### src/rtl/vfd_pkg.sv
package vfd_pkg;
  localparam logic [15:0] TPID_8021Q = 16'h8100;
  localparam int TYPE_HI_POS = 13;
  localparam int TYPE_LO_POS = 14;
  localparam int TAG_HI_POS  = 15;
  localparam int TAG_LO_POS  = 16;
endpackage

### src/rtl/vfd_tag_reg.sv
module vfd_tag_reg #(
  parameter int TAG_W = 16
) (
  input  logic             clk,
  input  logic             rst,
  input  logic             wr_en,
  input  logic             busy,
  input  logic [TAG_W-1:0] wr_data,
  output logic [TAG_W-1:0] tag
);
  always_ff @(posedge clk) begin
    if (rst) tag <= '0;
    else if (wr_en && !busy) tag <= wr_data;
  end
endmodule

### src/rtl/vfd_byte_counter.sv
module vfd_byte_counter #(
  parameter int LEN_W = 16
) (
  input  logic             clk,
  input  logic             rst,
  input  logic             valid,
  input  logic             sof,
  output logic [LEN_W-1:0] idx
);
  localparam logic [LEN_W-1:0] CNT_MAX = '1;
  logic [LEN_W-1:0] cnt_q;

  // 1-based position of the byte currently on the bus
  always_comb begin
    if (sof)                 idx = LEN_W'(1);
    else if (cnt_q == CNT_MAX) idx = cnt_q;
    else                     idx = cnt_q + LEN_W'(1);
  end

  always_ff @(posedge clk) begin
    if (rst) cnt_q <= '0;
    else if (valid) cnt_q <= idx;
  end
endmodule

### src/rtl/vfd_tag_matcher.sv
module vfd_tag_matcher #(
  parameter int LEN_W = 16
) (
  input  logic             clk,
  input  logic             rst,
  input  logic             valid,
  input  logic             sof,
  input  logic [7:0]       data,
  input  logic [LEN_W-1:0] idx,
  input  logic [15:0]      tag,
  output logic             hit_now
);
  import vfd_pkg::*;
  logic [7:0] type_hi_q, tag_hi_q;
  logic       type_ok_q, hit_q;
  logic       at_tag_lo;

  assign at_tag_lo = valid && (idx == LEN_W'(TAG_LO_POS));

  // decision including the byte present this cycle
  always_comb begin
    if (valid && sof)   hit_now = 1'b0;
    else if (at_tag_lo) hit_now = type_ok_q && ({tag_hi_q, data} == tag);
    else                hit_now = hit_q;
  end

  always_ff @(posedge clk) begin
    if (rst || (valid && sof)) begin
      type_hi_q <= '0;
      tag_hi_q  <= '0;
      type_ok_q <= 1'b0;
      hit_q     <= 1'b0;
    end else if (valid) begin
      if (idx == LEN_W'(TYPE_HI_POS)) type_hi_q <= data;
      if (idx == LEN_W'(TYPE_LO_POS)) type_ok_q <= ({type_hi_q, data} == TPID_8021Q);
      if (idx == LEN_W'(TAG_HI_POS))  tag_hi_q  <= data;
      if (at_tag_lo)                  hit_q     <= hit_now;
    end
  end
endmodule

### src/rtl/vlan_frame_detector.sv
module vlan_frame_detector #(
  parameter int LEN_W     = 16,
  parameter int BASE_MAX  = 1518,
  parameter int TAG_EXTRA = 4
) (
  input  logic             clk,
  input  logic             rst,
  input  logic             tag_wr_en,
  input  logic [15:0]      tag_wr_data,
  input  logic             in_valid,
  input  logic             in_sof,
  input  logic             in_eof,
  input  logic [7:0]       in_data,
  output logic             stat_valid,
  output logic             stat_vlan,
  output logic             stat_oversize,
  output logic [LEN_W-1:0] stat_len
);
  localparam logic [LEN_W-1:0] PLAIN_LIMIT  = LEN_W'(BASE_MAX);
  localparam logic [LEN_W-1:0] TAGGED_LIMIT = LEN_W'(BASE_MAX + TAG_EXTRA);

  logic             in_frame_q;
  logic             busy;
  logic [15:0]      tag_q;
  logic [LEN_W-1:0] idx;
  logic             hit_now;
  logic [LEN_W-1:0] limit;

  assign busy  = in_frame_q || (in_valid && in_sof);
  assign limit = hit_now ? TAGGED_LIMIT : PLAIN_LIMIT;

  vfd_tag_reg #(.TAG_W(16)) u_tag (
    .clk(clk), .rst(rst), .wr_en(tag_wr_en), .busy(busy),
    .wr_data(tag_wr_data), .tag(tag_q)
  );

  vfd_byte_counter #(.LEN_W(LEN_W)) u_cnt (
    .clk(clk), .rst(rst), .valid(in_valid), .sof(in_sof), .idx(idx)
  );

  vfd_tag_matcher #(.LEN_W(LEN_W)) u_match (
    .clk(clk), .rst(rst), .valid(in_valid), .sof(in_sof), .data(in_data),
    .idx(idx), .tag(tag_q), .hit_now(hit_now)
  );

  always_ff @(posedge clk) begin
    if (rst) in_frame_q <= 1'b0;
    else if (in_valid && in_eof) in_frame_q <= 1'b0;
    else if (in_valid && in_sof) in_frame_q <= 1'b1;
  end

  always_ff @(posedge clk) begin
    if (rst) begin
      stat_valid    <= 1'b0;
      stat_vlan     <= 1'b0;
      stat_oversize <= 1'b0;
      stat_len      <= '0;
    end else if (in_valid && in_eof) begin
      stat_valid    <= 1'b1;
      stat_vlan     <= hit_now;
      stat_oversize <= idx > limit;
      stat_len      <= idx;
    end else begin
      stat_valid <= 1'b0;
      if (in_valid && in_sof) begin
        stat_vlan     <= 1'b0;
        stat_oversize <= 1'b0;
        stat_len      <= '0;
      end
    end
  end
endmodule

### config.mk
export PLATFORM = sky130hd
export DESIGN_NAME = vlan_frame_detector
export DESIGN_NICKNAME = d
export VERILOG_FILES = /design/src/rtl/vfd_pkg.sv /design/src/rtl/vfd_tag_reg.sv /design/src/rtl/vfd_byte_counter.sv /design/src/rtl/vfd_tag_matcher.sv /design/src/rtl/vlan_frame_detector.sv
export SDC_FILE = /design/constraint.sdc
export NUM_CORES = 1
export LEC_CHECK = 0
export ABC_AREA = 0
export BUFFER_PORTS_ARGS = -buffer_cell sky130_fd_sc_hd__buf_4
export CORE_ASPECT_RATIO = 1.25
export CORE_MARGIN = 10
export CORE_UTILIZATION = 35
export DETAILED_ROUTE_END_ITERATION = 10
export GPL_TIMING_DRIVEN = 0
export PLACE_DENSITY = 0.54
export SLEW_MARGIN = 30
export SYNTH_ARGS = -nofsm -noshare
export SYNTH_HDL_FRONTEND = slang
export SYNTH_HIERARCHICAL = 1
export SYNTH_SLANG_ARGS = --single-unit
### constraint.sdc
create_clock -name clk -period 4.7 [get_ports clk]
set_input_delay 0.47 -clock clk [delete_from_list [all_inputs] [get_ports clk]]
set_output_delay 0.47 -clock clk [all_outputs]
set_load 0.03 [all_outputs]
Yosys cells after proc, flatten, opt, wreduce, memory -nomap -nowiden
Cells that the tools add are included.
{"block": "op_classes", "n_addsub": 1, "magnitude_cmp": 1, "n_eq_ne": 7, "muxes": 11, "reduce_logical": 14}
{"operator": "$mux 16", "count": 4}
{"operator": "$eq 16x4->1 const B", "count": 3}
{"operator": "$eq 16x16->1 const B", "count": 2}
{"operator": "$add 16x1->16 const B", "count": 1}
{"operator": "$eq 16x16->1", "count": 1}
{"operator": "$eq 16x5->1 const B", "count": 1}
{"operator": "$gt 16x11->1", "count": 1}
{"operator": "$reduce_and 2->1", "count": 4}
{"operator": "$mux 1", "count": 6}
{"operator": "$logic_and 1x1->1", "count": 5}
{"operator": "$mux 5", "count": 1}
{"operator": "$logic_or 1x1->1", "count": 2}
{"operator": "$reduce_bool 2->1", "count": 1}
{"operator": "$reduce_or 2->1", "count": 1}
{"operator": "$logic_not 1->1", "count": 1}
{"block": "word_totals", "ff_bits": 70, "out_inout_bits": 19}

Depth between registers and ports, before layout
{"block": "depth", "word_depth": 10, "mapped_depth": 17, "mapped_depth_nobuf": 15}

Hierarchy
The synthesis kept the hierarchy.
{"module": "vfd_byte_counter", "instances": 1, "cells_per_inst": 169, "area_per_inst_um2": 1247.4}
{"module": "vfd_tag_matcher", "instances": 1, "cells_per_inst": 131, "area_per_inst_um2": 1062.3}
{"module": "vfd_tag_reg", "instances": 1, "cells_per_inst": 71, "area_per_inst_um2": 764.5}
{"module": "vlan_frame_detector", "instances": 1, "cells_per_inst": 62, "area_per_inst_um2": 747.0}

Least setup slack after synthesis
No wires, ideal clock.
{"block": "synth_path", "kind": "register -> register", "from": "register u_cnt.cnt_q[0]", "to": "register stat_oversize", "setup_time_ps": 126, "arrival_time_ps": 4378, "setup_slack_ps": 196, "path_stages_with_launch": 16, "path_buffers": 1, "cell_sequence": "dfxtp_1 -> ha_1 -> nand4_2 -> or4_1 -> buf_6 -> xnor2_1 -> nand2_1 -> or4_2 -> or4b_2 -> o211a_1 -> a41o_1 -> ha_1 -> a211oi_1 -> o21bai_1 -> a22oi_1 -> o41ai_1"}
{"block": "synth_between", "elab_chain_cells": 10, "elab_cells_between_ends": 11}
{"element": "from (decl)", "line_no": "vfd_byte_counter.sv:11", "rtl": "logic [LEN_W-1:0] cnt_q;"}
{"element": "from (signal assigned)", "line_no": "vfd_byte_counter.sv:22", "rtl": "else if (valid) cnt_q <= idx;"}
{"element": "$add 16x1->16 / $eq 16x16->1 (equally long branches)", "line_no": "vfd_byte_counter.sv:17, vfd_byte_counter.sv:16"}
{"element": "$mux 16 (*)", "line_no": "vfd_byte_counter.sv:16", "rtl": "else if (cnt_q == CNT_MAX) idx = cnt_q;"}
{"element": "$mux 16 (*)", "line_no": "vfd_byte_counter.sv:15", "rtl": "if (sof) idx = LEN_W'(1);"}
{"element": "net idx[0]", "line_no": "vlan_frame_detector.sv:25", "rtl": "logic [LEN_W-1:0] idx;"}
{"element": "$eq 16x5->1 (*)", "line_no": "vfd_tag_matcher.sv:18", "rtl": "assign at_tag_lo = valid && (idx == LEN_W'(TAG_LO_POS));"}
{"element": "$logic_and 1x1->1 (*)", "line_no": "vfd_tag_matcher.sv:18"}
{"element": "$mux 1 (*)", "line_no": "vfd_tag_matcher.sv:23", "rtl": "else if (at_tag_lo) hit_now = type_ok_q && ({tag_hi_q, data} == tag);"}
{"element": "$mux 1 (*)", "line_no": "vfd_tag_matcher.sv:22", "rtl": "if (valid && sof) hit_now = 1'b0;"}
{"element": "net hit_now", "line_no": "vlan_frame_detector.sv:26", "rtl": "logic hit_now;"}
{"element": "$mux 5 (*)", "line_no": "vlan_frame_detector.sv:30", "rtl": "assign limit = hit_now ? TAGGED_LIMIT : PLAIN_LIMIT;"}
{"element": "$gt 16x11->1 (*)", "line_no": "vlan_frame_detector.sv:61", "rtl": "stat_oversize <= idx > limit;"}
{"element": "$mux 1 (*)", "line_no": "vlan_frame_detector.sv:58", "rtl": "end else if (in_valid && in_eof) begin"}
{"element": "to (signal assigned)", "line_no": "vlan_frame_detector.sv:61"}
{"element": "to (decl)", "line_no": "vlan_frame_detector.sv:16", "rtl": "output logic stat_oversize,"}
Mark *: on every way through the listed nets, which the timed path passes. The rest lies on a longest branch.
A chain may end at the register's enable or synchronous reset.

Worst setup path after layout
{"block": "layout_path", "from": "register u_cnt.cnt_q[1]", "to": "register stat_oversize"}
{"block": "layout_between", "elab_chain_cells": 10, "elab_cells_between_ends": 11}
{"element": "$eq 16x16->1", "line_no": "vfd_byte_counter.sv:16"}
{"element": "$mux 16", "line_no": "vfd_byte_counter.sv:16"}
{"element": "$mux 16", "line_no": "vfd_byte_counter.sv:15"}
{"element": "net idx[0]", "line_no": "vlan_frame_detector.sv:25"}
{"element": "$eq 16x5->1", "line_no": "vfd_tag_matcher.sv:18"}
{"element": "$logic_and 1x1->1", "line_no": "vfd_tag_matcher.sv:18"}
{"element": "$mux 1", "line_no": "vfd_tag_matcher.sv:23"}
{"element": "$mux 1", "line_no": "vfd_tag_matcher.sv:22"}
{"element": "net hit_now", "line_no": "vlan_frame_detector.sv:26"}
{"element": "$mux 5", "line_no": "vlan_frame_detector.sv:30"}
{"element": "$gt 16x11->1", "line_no": "vlan_frame_detector.sv:61"}
{"element": "$mux 1", "line_no": "vlan_frame_detector.sv:58"}
The timed path passes the listed nets, and every way through them passes these cells.

==> impl_metrics.toml <==
[outcome]
status = "complete, no violations"

[synth]
synth-seq-area-share_pct = 36.7
synth_area_leader_cell = "dfxtp_1"
synth_flop_cell = "dfxtp_1"
netlist_instances = 433
synth-seq-cells = 70
syn_area_um2 = 3820
avgSynthCellArea_um2 = 8.82
synth_most_common_cell = "dfxtp_1"
async_flop_share_pct = 0
synth_cell_types = 72
synth_edf_count = 0
yosys-top-cells-area = "dfxtp_1 37%, nand4bb_1 4.7%, a21oi_1 3.8%, a22o_1 3.7%, xnor2_1 3.2%"
netlist.area_leader.share_pct = 36.7
syn_nets = 467
synth_warnings = 6
synth_common_cells = "70 x dfxtp_1, 29 x a21oi_1, 24 x nand3_1"

[finish]
final_nets = 529
area_growth_pct = 25.0
drive_gt1_share_pct = 25.2
n_antenna_cell = 0
fin_area_um2 = 4780

[placement]
dpl_cell_area_um2 = 4360
place_ws_ps = -422
dp_hpwl_um = 8370
place.port_buffers = 48
place.gp.congestion = 0.834

[clock_tree]
cts_tree = "built"
cts.sinks = 70
path_clk_slew_ps = 50
numCtsBuffers = 9
h-tree-depth = 3
cts_root_buf = "clkbuf_16"
ctsLongestPathBuffers = 2
insertion_delay_ps = 330
hold_buffers = 0

[detailed_routing]
wire_per_inst_um = 17.7
via_count = 3534
ant_nets = 0
viasPerCell = 5.59
drtIter0Drc = 173
drt_first_pass_iters = 4
route.detailed.drc = 0
drt-total-wl_um = 11200

[sta]
max_freq_ghz = 0.220
clock_skew_ps = 5.45
tightest_slew_ps = 721
finalHoldViolCount = 0
setup-violations-final = 0
relSlewSlack_pct = 51.7
whs_ps = 413
finalCritPeriodShare_pct = 96.8
maxSlewViolCount = 0
layout_min_cycle_time_ps = 4550
worst_slack_ps = 150
fin_setup_tns_ps = 0

[die]
die_w_um = 113
num_rows = 42
ios = 49
core_area_um2 = 10600
die_h_um = 137
initial_core_util_pct = 36.0
dieArea_um2 = 15500

[power]
p_sw_share_pct = 22.9
p_int_w = 0.00113
combPwrFrac_pct = 9.1
ir_drop_mv = 0.184
seqPwrFrac_pct = 41.8
p_per_area_nw_per_um2 = 308
power_w = 0.00147
power.switching_w = 0.000336
clkPwrFrac_pct = 49.1
p_leak_nw = 1.73

[grt]
antenna_found_initial = 0
grt_first_pass_wirelength_um = 18100
grt_pass1_vias = 3635
grt-ovfl-total = 0
grt_use_total_pct = 14.3
grt_max_degree = 15

[critical_path]
critPathKind = "flip-flop to flip-flop"
worstPathArrival_ps = 4790
worst_path_max_delay_cell = "or4_2"
required_ps = 4940
critPathLaunchType = "flip-flop"
end_kind = "flip-flop"
crit_chain = "ha_4 -> nand4_4 -> or4_4 -> buf_6 -> xnor2_1 -> nand2_1 -> or4_2 -> or4b_4 -> o211a_1 -> a41o_2 -> ha_1 -> and4b_1 -> and3_2 -> o41ai_2"
cp_max_fo = 10
slowest_delay_ps = 720

[flow_run]
cap_violations = 0

[hold_path]
hp-class = "input port to flip-flop"
-- stage by stage --
stage / utilization (%) / cells
final: 45.0 / 632
after global routing: 45.0 / 632
after CTS: 44.6 / 629
after detailed placement: 41.1 / 613
after global placement: 40.9 / 613
after floorplan: - / 433
-- power by group through the flow --
stage | Sequential, W | Combinational (W) | Clock, W
floorplan | 0.000627 | 0.0000791 | 0
global placement | 0.000628 | 0.000131 | 0
detailed placement | 0.000628 | 0.000132 | 0
CTS | 0.000616 | 0.000134 | 0.000736
global route | 0.000617 | 0.000145 | 0.000758
finish | 0.000615 | 0.000134 | 0.000722
-- path summary, 6_finish.rpt --
kind	slack (ps)	endpoint	depth (start not counted)	from
max reg2reg	150	stat_oversize$_SDFFE_PP0P_	14	u_cnt/cnt_q[1]$_SDFFE_PP0P_
max	150	stat_oversize$_SDFFE_PP0P_	14	u_cnt/cnt_q[1]$_SDFFE_PP0P_
min reg2reg	470	u_match/type_hi_q[7]$_SDFFE_PP0P_	2	u_match/type_hi_q[7]$_SDFFE_PP0P_
min	410	u_tag/tag[9]$_SDFFE_PP0P_	3	tag_wr_data[9]
-- area by class of cell --
cell class | count | area [µm²]
inverters | 10 | 37.5
fillers | 1075 | 5840
multi-input cells | 325 | 2300
repair buffers | 52 | 390
clock buffers | 14 | 284
flip-flops and latches | 70 | 1410
well taps | 132 | 165
clock inverters | 2 | 37.5
plain buffers | 27 | 158
-- flip-flops by register name, summed over array words and instances, names as in the netlist --
| register | count |
|---|---|
| u_match/tag_hi_q | 8 |
| u_cnt/cnt_q | 16 |
| stat_oversize | 1 |
| stat_valid | 1 |
| u_match/hit_q | 1 |
| stat_len | 16 |
| stat_vlan | 1 |
| in_frame_q | 1 |
| u_tag/tag | 16 |
| u_match/type_hi_q | 8 |
| u_match/type_ok_q | 1 |
-- worst max-delay path, delay by kind of cell, from the launching register on --
family / cells / cell delay (ps)
compound gates: 3 / 770
xor+xnor: 1 / 130
fa+ha+maj: 2 / 510
buf+inv: 1 / 170
flops: 1 / 390
simple gates: 7 / 2470
-- metal layers --
layer	track usage, %	part of all wire [%]	vias to the layer above
li1	-	-	1762
met1	15.3	42	1689
met2	25.9	53	67
met3	3.24	3.5	16
met4	7.06	2.2	0
met5	0	0	-
-- kinds of logic after synthesis --
kind of cell,Yosys count,share of synthesized area [%]
flops,70,36.7
compound gates,127,22.9
xor+xnor,20,4.58
buf+inv,38,5.21
fa+ha+maj,4,1.31
simple gates,174,29.3
-- what timing repair did --
action,CTS,global route
setup buffers,1,3
resized for setup,9,7
setup endpoints to repair,1,1
cloned,0,0
pin swaps,1,2
-- placed cells by master, fill, tap and decap left out, types with 12 or more instances in the layout --
cell       count
a21oi_1       29
a22o_1        16
buf_4         53
clkbuf_1      12
dfxtp_1       67
nand2_1       23
nand2b_1      19
nand3_1       24
nand4bb_1     16
nor2_1        18
o21ai_0       23
xnor2_1       14
No activity file was read; power rests on OpenSTA's default activity.
